===== src/rtl/ireq_pkg.sv =====
package ireq_pkg;

  typedef enum logic [1:0] {
    KIND_MEM   = 2'd0,
    KIND_IO    = 2'd1,
    KIND_MSG   = 2'd2,
    KIND_OTHER = 2'd3
  } req_kind_e;

  typedef enum logic [2:0] {
    DEC_NONE        = 3'd0,
    DEC_FORWARD     = 3'd1,
    DEC_DROP_SILENT = 3'd2,
    DEC_DROP_UR     = 3'd3,
    DEC_DROP_POISON = 3'd4
  } decision_e;

  localparam logic [2:0] CPL_SC = 3'b000;
  localparam logic [2:0] CPL_UR = 3'b001;
  localparam logic [2:0] CPL_CA = 3'b100;

  localparam logic [4:0] TYPE_MEM    = 5'b00000;
  localparam logic [4:0] TYPE_IO     = 5'b00010;
  localparam logic [1:0] TYPE_MSG_HI = 2'b10;
  localparam logic [2:0] ROUTE_ADDR  = 3'b001;

  // Sort a header into one of four request kinds from format and type.
  function automatic req_kind_e decode_kind(input logic [2:0] fmt, input logic [4:0] typ);
    req_kind_e k;
    if (fmt[2])
      k = KIND_OTHER;
    else if (typ == TYPE_MEM)
      k = KIND_MEM;
    else if (typ == TYPE_IO)
      k = KIND_IO;
    else if (typ[4:3] == TYPE_MSG_HI && fmt[0])
      k = KIND_MSG;
    else
      k = KIND_OTHER;
    return k;
  endfunction

  // Posted requests: memory writes and messages; everything else waits for a completion.
  function automatic logic is_posted(input req_kind_e kind, input logic [2:0] fmt);
    return (kind == KIND_MEM && fmt[1]) || (kind == KIND_MSG);
  endfunction

endpackage


===== src/rtl/ireq_lb_abort.sv =====
module ireq_lb_abort
  import ireq_pkg::*;
#(
  parameter int TAG_W = 8
) (
  input  logic             clk,
  input  logic             rst_n,
  input  logic             rsp_valid,
  input  logic             rsp_timeout,
  input  logic             rsp_rderr,
  input  logic             rsp_np,
  input  logic [TAG_W-1:0] rsp_tag,
  output logic             cpl_valid,
  output logic [2:0]       cpl_status,
  output logic [TAG_W-1:0] cpl_tag,
  output logic             irq_abort
);

  logic need_cpl;
  logic timeout_evt;

  assign timeout_evt = rsp_valid && rsp_timeout;
  assign need_cpl    = rsp_valid && ((rsp_timeout && rsp_np) || (!rsp_timeout && rsp_rderr));

  always_ff @(posedge clk) begin
    if (!rst_n) begin
      cpl_valid  <= 1'b0;
      cpl_status <= CPL_SC;
      cpl_tag    <= '0;
      irq_abort  <= 1'b0;
    end else begin
      cpl_valid  <= need_cpl;
      irq_abort  <= timeout_evt;
      if (need_cpl) begin
        cpl_status <= CPL_CA;
        cpl_tag    <= rsp_tag;
      end
    end
  end

  // an abort interrupt only follows a reported timeout
  p_abort_cause_r10: assert property (@(posedge clk) disable iff (!rst_n)
    irq_abort |-> $past(rsp_valid && rsp_timeout));

  // every local-bus completion carries Completer Abort status
  p_abort_status_r11: assert property (@(posedge clk) disable iff (!rst_n)
    cpl_valid |-> cpl_status == CPL_CA);

  // a read error without timeout never raises the abort interrupt
  p_rderr_quiet_r11: assert property (@(posedge clk) disable iff (!rst_n)
    $past(rsp_valid && rsp_rderr && !rsp_timeout) |-> !irq_abort);

endmodule


===== config.mk =====
export PLATFORM = sky130hd
export DESIGN_NAME = ireq_lb_abort
export DESIGN_NICKNAME = d
export VERILOG_FILES = /design/src/rtl/ireq_pkg.sv /design/src/rtl/ireq_lb_abort.sv
export SDC_FILE = /design/constraint.sdc
export NUM_CORES = 1
export LEC_CHECK = 0
export BUFFER_PORTS_ARGS = -buffer_cell sky130_fd_sc_hd__buf_2
export CAP_MARGIN = 25
export CORE_AREA = 2 2 39 41
export DETAILED_ROUTE_END_ITERATION = 16
export DIE_AREA = 0 0 41 43
export GPL_ROUTABILITY_DRIVEN = 0
export PLACE_DENSITY = 0.63
export SETUP_SLACK_MARGIN = 0.2
export SLEW_MARGIN = 20
export SYNTH_ARGS = -nofsm -noshare
export SYNTH_HDL_FRONTEND = slang
export SYNTH_SLANG_ARGS = --single-unit

===== constraint.sdc =====
create_clock -name clk -period 0.8 [get_ports clk]
set_input_delay 0.08 -clock clk [delete_from_list [all_inputs] [get_ports clk]]
set_output_delay 0.08 -clock clk [all_outputs]
set_load 0.1 [all_outputs]

==> results.tsv <==
stage	metric	value	unit
timing	Worst Setup Slack, final	-78.90	ps
detailed_routing	Routed WL	864	um
critical_path	worst reg2reg path depth	3	
global_route	gr ovfl total	0	
status	status	complete, but fails checks	
timing	Setup TNS Final	-728.0	ps
detailed_routing	DRT Pass-1 Iters	4	
detailed_routing	via count	381	
yosys	Synth Area in Compound Gates	0.01719	
timing	RSZ-0062 raised after global routing	true	
yosys	Syn Area/Cell	9.493	um2
clock_tree	CTS tree	built	
critical_path	worst-path fanout max	2	
run	# Max-Cap Violations	0	
timing	final hold violation count	0	
timing	Final period util	1.099	
clock_tree	# hold bufs at CTS	0	
global_route	first-pass GRT wire length	1269	um
floorplan	core area	1384	um2
yosys	Post-Synth XOR/XNOR Area	0	
detailed_routing	vias per inst	4.281	
yosys	post-synthesis adder-cell area fraction	0	
timing	minimum clock period	878.9	ps
yosys	Synth Area in Simple Gates	0.1805	
yosys	Synth Instances	46	
clock_tree	CTS Sinks	11	
finish	final instance area	810.8	um2
clock_tree	CTS root buf	clkbuf_4	
global_route	vias in the first global route	340	
floorplan	Initial Utilization	0.3156	
pwr	total chip power	1.476	mW
finish	post-layout util	0.5859	
finish	Fillers	128	
timing	fmax	1138	MHz
yosys	mux contribution to synthesized area	0.2063	
critical_path	WS Path Type	reg2out	
floorplan	number of I/O pins	27	
clock_tree	Clk Latency, worst-skew pair	260	ps
critical_path	Slowest-stage cell, CP	dfxtp_4	
timing	worst hold-check slack	39.69	ps
critical_path	Crit. path cell count	1	
critical_path	reg2reg setup slack	110	ps
yosys	sequential area share after synthesis	0.5043	
finish	area grow syn2layout	85.67	%
critical_path	Worst EP arrival	800	ps
clock_tree	CTS H-tree depth	1	
clock_tree	clk buf depth	2	
critical_path	CP Buf/Inv Count	1	
min_path	Hold/Removal Path Class	in2reg	
critical_path	CP required	720	ps
global_route	largest net degree at the start of global routing	20	
floorplan	chip height	43	um
pwr	Power Density	1821	nW/um2
placement	number of port buffers	24	
clock_tree	clock-pin slew on the worst setup and hold paths	70	ps
finish	leading cell types in the layout, fill and taps excluded	nand2_1, buf_2, dfxtp_4, buf_12, mux2i_1	
pwr	leakage power total	0.3571	nW
critical_path	Crit. Startpoint	cpl_tag[7]	
critical_path	Startpoint Class	flip-flop	
global_route	gr usage total	0.1103	
status	failing checks	negative setup slack	
finish	commonest non-fill, non-tap cell in the layout	nand2_1	
floorplan	die area	1763	um2
timing	Final Max Slew Viols	0	
floorplan	die width	41	um
finish	Nets	88	
critical_path	reg2reg start	cpl_tag[1]	
pwr	peak supply drop	1032	uV
critical_path	crit path cell chain	buf_12	
finish	# diodes	0	
detailed_routing	DRC errors left	0	
critical_path	Critical Path Max Stage Delay	370	ps
timing	endpoints failing setup	11	
yosys	Unique masters post-synth	11	
clock_tree	Num CTS Buffers	3	
detailed_routing	Iteration-0 DRC Markers	1	
critical_path	crit path capture	cpl_tag[7]	
floorplan	# rows	14	
detailed_routing	Routed Antenna Nets	0	
critical_path	reg2reg end	cpl_tag[1]	
placement	Placed Area	765.7	um2
critical_path	Top delay family on crit path	flip-flops	
yosys	Yosys warning count	0	
critical_path	Setup crit end kind	output pin	
yosys	main combinational cell family by area after synthesis	multiplexers	
detailed_routing	WL per Instance	9.708	um
yosys	Post-Syn Area	436.7	um2
global_route	antenna violations before repair	0	
timing	Setup Skew	0	ps
finish	share of layout cells above drive strength 1	0.5890	
yosys	Synth Register Bits	11	
placement	DP HPWL	656.2	um
==> what timing repair did <==
item	4_1_cts	5_1_grt
pin swaps	0	0
gates resized for setup	1	2
setup endpoints to repair	19	20
setup buffers	0	1
gates cloned	0	0
==> synth_stat cells <==
library cell | count | area share
nand2_1 | 16 | 0.14
mux2i_1 | 9 | 0.21
nor2b_1 | 1 | 0.014
and3_1 | 1 | 0.014
conb_1 | 1 | 0.0086
buf_2 | 2 | 0.023
buf_4 | 2 | 0.034
and2_1 | 1 | 0.014
buf_6 | 1 | 0.026
o21a_1 | 1 | 0.017
dfxtp_1 | 11 | 0.50
==> worst register-to-register path, delay by kind of cell, from the launching register on <==
kind | cells | cell delay (ps)
multiplexers | 1 | 60
AND/OR/NAND/NOR | 1 | 40
flip-flops | 1 | 350
buffers and inverters | 1 | 120
==> power by group <==
part	internal (mW)	leakage [nW]	total [mW]	switching (mW)
clock	0.193	0.0150	0.367	0.174
sequential	0.565	0.0980	0.597	0.0316
combinational	0.184	0.244	0.513	0.329
==> worst min-delay path by stage <==
| stage | from | end | slack, ps | cells after the start |
|---|---|---|---|---|
| after floorplan | rsp_tag[0] | cpl_tag[0] | 210 | 2 |
| after global placement | rsp_tag[3] | cpl_tag[3] | 320 | 3 |
| after detailed placement | rsp_tag[3] | cpl_tag[3] | 320 | 3 |
| after CTS | rsp_timeout | irq_abort | 30 | 2 |
| after global routing | rsp_tag[5] | cpl_tag[5] | 50 | 3 |
| final | rsp_timeout | irq_abort | 40 | 2 |
==> registers in the layout, indices dropped and copies added, names as in the netlist <==
name	flops
irq_abort	1
cpl_status	1
cpl_valid	1
cpl_tag	8
==> logic make-up (layout without fill, tap and decap cells) <==
logic type,after synthesis,in the layout
muxes,9,9
DFF,11,11
other,1,2
AOI/OAI and AO/OA,1,1
and+or+nand+nor,19,19
buffers and inverters,5,31
==> per-stage QoR <==
stage	setup slack, ps	std cells
after floorplan	28.50	47
after global placement	-73.85	84
after detailed placement	-127.8	84
after CTS	-84.59	88
after global routing	-98.08	89
final	-78.90	89
==> layout make-up <==
type | instances | area (um2) | share of cell area
multi-input combinational | 31 | 188.9 | 0.2330
timing repair buffer | 27 | 314.1 | 0.3873
tap | 16 | 20.02 | 0.02469
sequential | 11 | 261.5 | 0.3225
clock buffer | 4 | 26.28 | 0.03241
==> metal layers <==
layer | track usage | routed length, um | vias to the layer above
li1 | - | - | 198
met1 | 0.1419 | 358 | 163
met2 | 0.1406 | 437 | 20
met3 | 0.03141 | 68 | 0
met4 | 0.1000 | 0 | 0
met5 | 0 | 0 | -
No activity file was read; power rests on OpenSTA's default activity.
